$ cat config.mk
export PLATFORM = sky130hd
export DESIGN_NAME = adsp_mac_step
export DESIGN_NICKNAME = d
export VERILOG_FILES = /design/src/rtl/adsp_mac_pkg.sv /design/src/rtl/mac_in_sel.sv /design/src/rtl/mac_xb_sel.sv /design/src/rtl/mac_y_sel.sv /design/src/rtl/mac_acc_core.sv /design/src/rtl/adsp_mac_step.sv
export SDC_FILE = /design/constraint.sdc
export NUM_CORES = 1
export LEC_CHECK = 0
export ABC_AREA = 0
export BUFFER_PORTS_ARGS = -buffer_cell sky130_fd_sc_hd__buf_2
export CORE_ASPECT_RATIO = 1.2
export CORE_MARGIN = 5
export CORE_UTILIZATION = 30
export CTS_BUF_LIST = sky130_fd_sc_hd__clkbuf_8 sky130_fd_sc_hd__clkbuf_16
export CTS_CLUSTER_SIZE = 14
export DETAILED_ROUTE_END_ITERATION = 16
export GPL_TIMING_DRIVEN = 0
export SYNTH_ARGS = -nofsm -noshare
export SYNTH_HDL_FRONTEND = slang
export SYNTH_HIERARCHICAL = 1
export SYNTH_SLANG_ARGS = --single-unit
$ cat constraint.sdc
create_clock -name clk -period 4.9 [get_ports clk]
set_input_delay 0.245 -clock clk [delete_from_list [all_inputs] [get_ports clk]]
set_output_delay 0.245 -clock clk [all_outputs]
set_load 0.05 [all_outputs]
$ cat src/rtl/adsp_mac_pkg.sv
package adsp_mac_pkg;
   typedef enum logic [1:0] {
      Y_FRC  = 2'd0,
      Y_COEF = 2'd1,
      Y_YHI  = 2'd2,
      Y_YMID = 2'd3
   } ysel_e;

   localparam int COEF_SHR    = 3;
   localparam int YHI_SHR     = 11;
   localparam int YMID_LO     = 4;
   localparam int YMID_W      = 12;
   localparam int SRC_MEMS_N  = 32;
   localparam int SRC_LIMIT   = 56;
endpackage

$ cat src/rtl/mac_in_sel.sv
module mac_in_sel #(
   parameter int DW         = 24,
   parameter int IW         = 6,
   parameter bit EXT_SRC_EN = 1'b1
) (
   input  logic [IW-1:0] ira,
   input  logic [DW-1:0] mems_rdata,
   input  logic [DW-1:0] ext_rdata,
   output logic [4:0]    mems_idx,
   output logic [4:0]    ext_idx,
   output logic [DW-1:0] in_word
);
   import adsp_mac_pkg::*;

   if (IW < 6) begin : g_iw_chk
      $error("mac_in_sel: IW must be at least 6");
   end

   assign mems_idx = ira[4:0];
   assign ext_idx  = 5'(ira - IW'(SRC_MEMS_N));

   if (EXT_SRC_EN) begin : g_ext
      always_comb begin
         if (int'(ira) < SRC_MEMS_N)     in_word = mems_rdata;
         else if (int'(ira) < SRC_LIMIT) in_word = ext_rdata;
         else                            in_word = '0;
      end
   end else begin : g_noext
      always_comb begin
         if (int'(ira) < SRC_MEMS_N) in_word = mems_rdata;
         else                        in_word = '0;
      end
   end
endmodule

$ cat src/rtl/mac_xb_sel.sv
module mac_xb_sel #(
   parameter int DW   = 24,
   parameter int AW   = 7,
   parameter int ACCW = 26
) (
   input  logic                   xsel,
   input  logic                   bsel,
   input  logic                   negb,
   input  logic                   zero,
   input  logic [AW-1:0]          tra,
   input  logic [AW-1:0]          ring_ofs,
   input  logic [DW-1:0]          temp_rdata,
   input  logic [DW-1:0]          in_word,
   input  logic [ACCW-1:0]        acc,
   output logic [AW-1:0]          temp_addr,
   output logic signed [DW-1:0]   x_op,
   output logic signed [ACCW-1:0] b_op
);
   logic signed [ACCW-1:0] b_raw;

   if (ACCW < DW) begin : g_w_chk
      $error("mac_xb_sel: ACCW must not be narrower than DW");
   end

   assign temp_addr = tra + ring_ofs;
   assign x_op      = xsel ? $signed(in_word) : $signed(temp_rdata);

   always_comb begin
      b_raw = bsel ? $signed(acc) : ACCW'($signed(temp_rdata));
      if (zero)      b_op = '0;
      else if (negb) b_op = -b_raw;
      else           b_op = b_raw;
   end
endmodule

$ cat src/rtl/mac_y_sel.sv
module mac_y_sel #(
   parameter int FW  = 13,
   parameter int CW  = 16,
   parameter int YLW = 24,
   parameter int YW  = 14
) (
   input  logic [1:0]           ysel,
   input  logic [FW-1:0]        frc,
   input  logic [CW-1:0]        coef,
   input  logic [YLW-1:0]       yreg,
   output logic signed [YW-1:0] y_op
);
   import adsp_mac_pkg::*;

   logic signed [CW-1:0]  coef_sh;
   logic signed [YLW-1:0] yhi_sh;

   if (YW < CW - COEF_SHR || YW < YLW - YHI_SHR || YW <= YMID_W || YW < FW)
   begin : g_w_chk
      $error("mac_y_sel: YW too narrow for a Y source");
   end

   assign coef_sh = $signed(coef) >>> COEF_SHR;
   assign yhi_sh  = $signed(yreg) >>> YHI_SHR;

   always_comb begin
      case (ysel_e'(ysel))
         Y_FRC:   y_op = YW'($signed(frc));
         Y_COEF:  y_op = YW'(coef_sh);
         Y_YHI:   y_op = YW'(yhi_sh);
         default: y_op = YW'(yreg[YMID_LO +: YMID_W]);
      endcase
   end
endmodule

$ cat src/rtl/mac_acc_core.sv
module mac_acc_core #(
   parameter int DW     = 24,
   parameter int YW     = 14,
   parameter int ACCW   = 26,
   parameter int PSHIFT = 12
) (
   input  logic                   clk,
   input  logic                   rst_n,
   input  logic                   step_valid,
   input  logic signed [DW-1:0]   x_op,
   input  logic signed [YW-1:0]   y_op,
   input  logic signed [ACCW-1:0] b_op,
   output logic [ACCW-1:0]        acc
);
   localparam int PW = DW + YW;

   logic signed [PW-1:0] prod;
   logic signed [PW-1:0] scaled;
   logic [ACCW-1:0]      acc_nxt;

   if (PW - PSHIFT < ACCW) begin : g_w_chk
      $error("mac_acc_core: scaled product narrower than accumulator");
   end

   assign prod    = PW'(x_op) * PW'(y_op);
   assign scaled  = prod >>> PSHIFT;
   assign acc_nxt = scaled[ACCW-1:0] + b_op;

   always_ff @(posedge clk or negedge rst_n) begin
      if (!rst_n)          acc <= '0;
      else if (step_valid) acc <= acc_nxt;
   end
endmodule

$ cat src/rtl/adsp_mac_step.sv
module adsp_mac_step #(
   parameter int DW         = 24,
   parameter int AW         = 7,
   parameter int FW         = 13,
   parameter int CW         = 16,
   parameter int YLW        = 24,
   parameter int ACCW       = 26,
   parameter int PSHIFT     = 12,
   parameter bit EXT_SRC_EN = 1'b1
) (
   input  logic            clk,
   input  logic            rst_n,
   input  logic            step_valid,
   input  logic            xsel,
   input  logic            bsel,
   input  logic            negb,
   input  logic            zero,
   input  logic [1:0]      ysel,
   input  logic [5:0]      ira,
   output logic [4:0]      mems_idx,
   input  logic [DW-1:0]   mems_rdata,
   output logic [4:0]      ext_idx,
   input  logic [DW-1:0]   ext_rdata,
   input  logic [AW-1:0]   tra,
   input  logic [AW-1:0]   ring_ofs,
   output logic [AW-1:0]   temp_addr,
   input  logic [DW-1:0]   temp_rdata,
   input  logic [FW-1:0]   frc,
   input  logic [CW-1:0]   coef,
   input  logic [YLW-1:0]  yreg,
   output logic [ACCW-1:0] acc
);
   localparam int YW = FW + 1;

   logic [DW-1:0]          in_word;
   logic signed [DW-1:0]   x_op;
   logic signed [YW-1:0]   y_op;
   logic signed [ACCW-1:0] b_op;

   mac_in_sel #(.DW(DW), .IW(6), .EXT_SRC_EN(EXT_SRC_EN)) in_sel_i (
      .ira(ira), .mems_rdata(mems_rdata), .ext_rdata(ext_rdata),
      .mems_idx(mems_idx), .ext_idx(ext_idx), .in_word(in_word)
   );

   mac_xb_sel #(.DW(DW), .AW(AW), .ACCW(ACCW)) xb_sel_i (
      .xsel(xsel), .bsel(bsel), .negb(negb), .zero(zero),
      .tra(tra), .ring_ofs(ring_ofs), .temp_rdata(temp_rdata),
      .in_word(in_word), .acc(acc), .temp_addr(temp_addr),
      .x_op(x_op), .b_op(b_op)
   );

   mac_y_sel #(.FW(FW), .CW(CW), .YLW(YLW), .YW(YW)) y_sel_i (
      .ysel(ysel), .frc(frc), .coef(coef), .yreg(yreg), .y_op(y_op)
   );

   mac_acc_core #(.DW(DW), .YW(YW), .ACCW(ACCW), .PSHIFT(PSHIFT)) core_i (
      .clk(clk), .rst_n(rst_n), .step_valid(step_valid),
      .x_op(x_op), .y_op(y_op), .b_op(b_op), .acc(acc)
   );
endmodule

Word level (Yosys, flattened, before mapping)

Index checks and enable logic that the tools add are counted.

Flip-flop bits (word level): 26
Input bits: 154
Output and inout bits: 43
Word-level logic and storage cells: 18

Add/subtract/negate cells: 4
Multiply operators: 1
Magnitude comparators: 2
Equality and inequality tests: 2
Mux-type cells: 7
Reduce and logical (&&, ||, !) cells: 1

Operators with widths:

| cell                                                | number |
|---|---|
| two-way mux 26 bit                                  | 3 |
| two-way mux 24 bit                                  | 3 |
| one-hot mux 14 bit (3 select lines)                 | 1 |
| multiplier 24 x 14 -> 38 bit                        | 1 |
| adder 26 bit                                        | 1 |
| negation 26 bit                                     | 1 |
| < comparator 6 bit, second input constant           | 2 |
| adder 7 bit                                         | 1 |
| subtractor 5 x 1 -> 5 bit, second input constant    | 1 |
| equality test 2 x 1 -> 1 bit, second input constant | 1 |
| equality test 2 bit, second input constant          | 1 |
| logical NOT 2 bit                                   | 1 |

Logic depth before layout (Yosys ltp)

Depth in word-level cells: 6
Depth in mapped cells: 39
Mapped depth without buffers: 36

Hierarchy

The synthesis kept the hierarchy.

By module, submodules not included:

| module       | instances | cells an instance | area each (µm²) | sequential area each (µm²) |
|---|---|---|---|---|
| mac_acc_core | 1         | 1487              | 13580.5         | 650.6 |
| mac_xb_sel   | 1         | 244               | 1845.5          | 0.0 |
| mac_in_sel   | 1         | 91                | 630.6           | 0.0 |
| mac_y_sel    | 1         | 19                | 351.6           | 0.0 |

Least setup slack after synthesis

OpenSTA, ideal clock, no wires.

Path type: input port to flip-flop
Start: input xsel
End: register core_i.acc[25]
Setup time: 0.077 ns
Arrival time: 8.424 ns
Data required time: 4.823 ns
Slack: -3.602 ns
Stages on the path: 33
Buffers on the path: 3
Cells stage by stage: clkbuf_1 clkbuf_1 mux2_2 clkbuf_1 and2_1 fa_1 inv_1 fa_1 inv_1 fa_1 inv_1 fa_1 inv_1 fa_1 fa_1 ha_1 a21oi_1 o21ai_1 a32oi_2 a21boi_1 o21a_1 o21a_1 o31a_1 o41ai_2 xnor2_1 ha_1 o211ai_1 nor2_1 a2111oi_2 o41ai_1 a21oi_1 xnor3_1 a21oi_1

Cells in the longest elaborated chain, start to end: 3

Ends and longest elaborated chain:

| element                      | RTL line            | RTL |
|---|---|---|
| from (decl)                  | adsp_mac_step.sv:14 | `input logic xsel,` |
| two-way mux 24 bit           | mac_xb_sel.sv:26    | `assign x_op = xsel ? $signed(in_word) : $signed(temp_rdata);` |
| via x_op[7]                  | adsp_mac_step.sv:36 | `logic signed [DW-1:0] x_op;` |
| multiplier 24 x 14 -> 38 bit | mac_acc_core.sv:25  | `assign prod = PW'(x_op) * PW'(y_op);` |
| adder 26 bit                 | mac_acc_core.sv:27  | `assign acc_nxt = scaled[ACCW-1:0] + b_op;` |
| to (signal assigned)         | mac_acc_core.sv:31  | `else if (step_valid) acc <= acc_nxt;` |
| to (decl)                    | mac_acc_core.sv:13  | `output logic [ACCW-1:0] acc` |

The timed path passes the listed nets, and every way through them passes these cells.
A chain may end at the register's enable or synchronous reset.

Worst setup path in the final report

Start: input ysel[0]
End: register core_i.acc[21]

Cells in the longest elaborated chain, start to end: 4
Elaborated cells on any way between the ends: 6
Those cells by class: add/sub: 1; mul: 1; eq/ne: 2; mux: 1; reduce/logical: 1

Ends and longest elaborated chain:

| element                                     | RTL line            | RTL |
|---|---|---|
| from (decl)                                 | adsp_mac_step.sv:18 | `input logic [1:0] ysel,` |
| equality test 2 bit (tied with other cells) | mac_y_sel.sv:27     | `case (ysel_e'(ysel))` |
| one-hot mux 14 bit (3 select lines) (*)     | mac_y_sel.sv:27     |  |
| via y_op[8]                                 | adsp_mac_step.sv:37 | `logic signed [YW-1:0] y_op;` |
| multiplier 24 x 14 -> 38 bit (*)            | mac_acc_core.sv:25  |  |
| adder 26 bit (*)                            | mac_acc_core.sv:27  |  |

The timed path passes the listed nets; every way through them passes the cells marked *.

==> summary.txt <==
Outcome
  – Status: complete, but fails checks
  – Failing checks: negative setup slack

Die
  – # IOs: 197
  – Die Y-Extent: 266 um
  – Full die area: 59500 um2
  – Chip width: 223 um
  – Core Footprint: 54500 um2
  – Std-Cell Rows: 94
  – Initial Util: 30.1%

Global routing
  – Met3 Track Usage GR: 1.33%
  – Initial antenna violation count: 1
  – First-pass GRT wire length: 82100 um
  – GRT Residual Overflow: 0
  – GRT Total Usage: 17.4%
  – GR met1 Demand/Resource: 19.8%
  – Gr busiest metal: met2
  – Met2 Track Usage GR: 32.7%
  – Largest net degree at the start of global routing: 27
  – Vias in the first global route: 14900

Critical path
  – Largest stage delay, worst path: 0.54 ns
  – Setup CP Type: input port to register
  – CP max stage cell: fa_1
  – CP Capture Type: register
  – Critical Path Start Type: input port
  – FF-to-FF path depth: 16
  – CP arrival: 8.47 ns
  – Most used cell, CP: fa_1
  – Crit Path Max Fanout: 7
  – Critical Path RT: 5.06 ns

Drt
  – DRT Wirelength: 53200 um
  – First drt pass iteration count: 5
  – Initial drt markers: 851
  – Post-route ant nets: 0
  – WL/cell: 18.7 um
  – Routed vias/inst: 4.90
  – Via count: 13900
  – DRC: 0

Logic synthesis
  – Largest area contributor in the netlist: fa_1
  – Synth Register Bits: 26
  – Most frequent cell after synthesis: inv_1
  – Avg Cell Area, Syn: 8.91 um2
  – Mapped cell area: 16400 um2
  – Asr flop ratio synth: 100%
  – Post-synth net total: 2431
  – Yosys top cell area share: 38.6%
  – Sequential area share after synthesis: 3.97%
  – Cell count after synthesis: 1841
  – Main synth FF type: dfrtp_1
  – Largest cells by area after synthesis: fa_1, ha_1, inv_1, and2_1, nand2_1
  – Most frequent cells after synthesis: inv_1, fa_1, nand2_1
  – EDFF count, synth: 0
  – Netlist cell types: 81
  – Syn. warnings: 6

Layout
  – Area Overhead vs Synth: 23.5%
  – Fraction of layout cells with a size suffix above 1: 27.6%
  – Biggest regs: core_i/acc x26
  – Ant diodes: 0
  – # fillers: 5437
  – Fin nets: 2712
  – Fin util: 37.2%
  – Largest Register: core_i/acc
  – Largest register FFs: 26
  – Multi-input logic area: 14700 um2
  – Sequential Area: 651 um2

STA
  – Worst slew pin tran: 0.896 ns
  – Final hold vios: 0
  – Worst Setup Slack, final: -3.41 ns
  – Setup_tns: -72.48 ns
  – Final worst path period share: 170%
  – Max_slew headroom: 40.2%
  – Final min period: 8.31 ns
  – Max frequency: 120 MHz
  – Hold Slack: 0.000412 ns
  – RSZ-0062 raised after global routing: yes
  – Final setup fails: 26
  – Clock Skew: 0.00916 ns
  – Slew Limit Fails: 0

Clock tree
  – Skew-Pair Late Insertion Delay: 0.27 ns
  – Clk slew on worst S/H paths: 0.07 ns
  – Clk buf depth: 2
  – CTS tree: yes
  – CTS buffer count: 3
  – CTS root buf: clkbuf_16
  – H-tree levels: 1
  – Clk sinks: 26
  – CTS hold repair buffers: 0

Placement
  – Post-place setup slack: -4.64 ns
  – Count of input and output buffers: 181
  – RePlAce Congestion: 0.945
  – DP HPWL: 44600 um

Job
  – Max-Cap Viols: 0

Min path
  – Hold Path Class: input port to async pin
path summary, 6_finish.rpt:
check | start | endpoint | slack, ns
setup / recovery | ysel[0] | core_i/acc[21] | -3.41
hold / removal | rst_n | core_i/acc[3] | 0.0004
setup reg to reg | core_i/acc[0] | core_i/acc[21] | 0.74
hold reg to reg | core_i/acc[1] | core_i/acc[1] | 0.58
max in group asynchronous | rst_n | core_i/acc[11] | 4.47
min in group clk | step_valid | core_i/acc[14] | 0.38
per-layer routing:
layer	vias up	share of wire, %	routed length (um)
li1	6317	-	-
met1	7033	36	19200
met2	430	54	28500
met3	134	4.0	2130
met4	0	6.3	3340
met5	-	0	0
what timing repair did:
item,4_1_cts,5_1_grt
setup buffers,38,58
resized for setup,105,213
cloned,1,0
endpoints found under the setup margin,26,26
pin swaps,41,102
area by class of cell:
cell class	count	share of cell area (%)
flip-flops and latches	26	3.21
well taps	720	4.44
plain buffers	95	4.06
clock buffers	3	0.370
inverters	364	6.78
multi-input cells	1355	72.4
repair buffers	277	8.73
worst max-delay path: cells and delay by family:
family | cells | cell delay (ns)
adder cells (fa/ha/maj) | 8 | 3.66
AO/OA/AOI/OAI | 6 | 1.20
AND/OR/NAND/NOR | 8 | 1.17
buffers and inverters | 10 | 1.09
multiplexers | 2 | 0.72
XOR/XNOR | 2 | 0.36
cell usage in the layout (no fill, tap or decap), types with 11 or more instances in the layout:
master and instances:
a21o_1 25, nor3_1 21, buf_2 191, a21oi_2 16, buf_4 97, buf_6 25, mux2_2 28, xor2_1 16
inv_1 353, xnor2_1 48, ha_1 97, mux4_2 12, clkbuf_2 11, nand2_1 197, clkbuf_4 12, clkbuf_1 12
nor2_1 84, and2_1 148, a21oi_1 30, and2_4 11, ha_4 13, o21ai_0 16, fa_1 314, o22ai_2 19
mux2_4 19, dfrtp_1 26, mux2i_1 21
per-stage QoR:
stage	cell area (um2)	std cells
finish	20300	2840
CTS	19200	2783
global placement	18400	2742
detailed placement	18400	2742
global route	20300	2840
floorplan	16600	1841
cells by family after synthesis:
family	after synthesis	share of synthesized area (%)
multiplexers	81	6.31
adder cells (fa/ha/maj)	436	47.7
AO/OA/AOI/OAI	209	9.74
flip-flops	26	3.97
AND/OR/NAND/NOR	558	16.9
buffers and inverters	460	11.5
XOR/XNOR	71	3.87
Power is left out: the tool's default activity adds up to more than one toggle a clock period on the data nets, which glitch-free logic cannot reach.
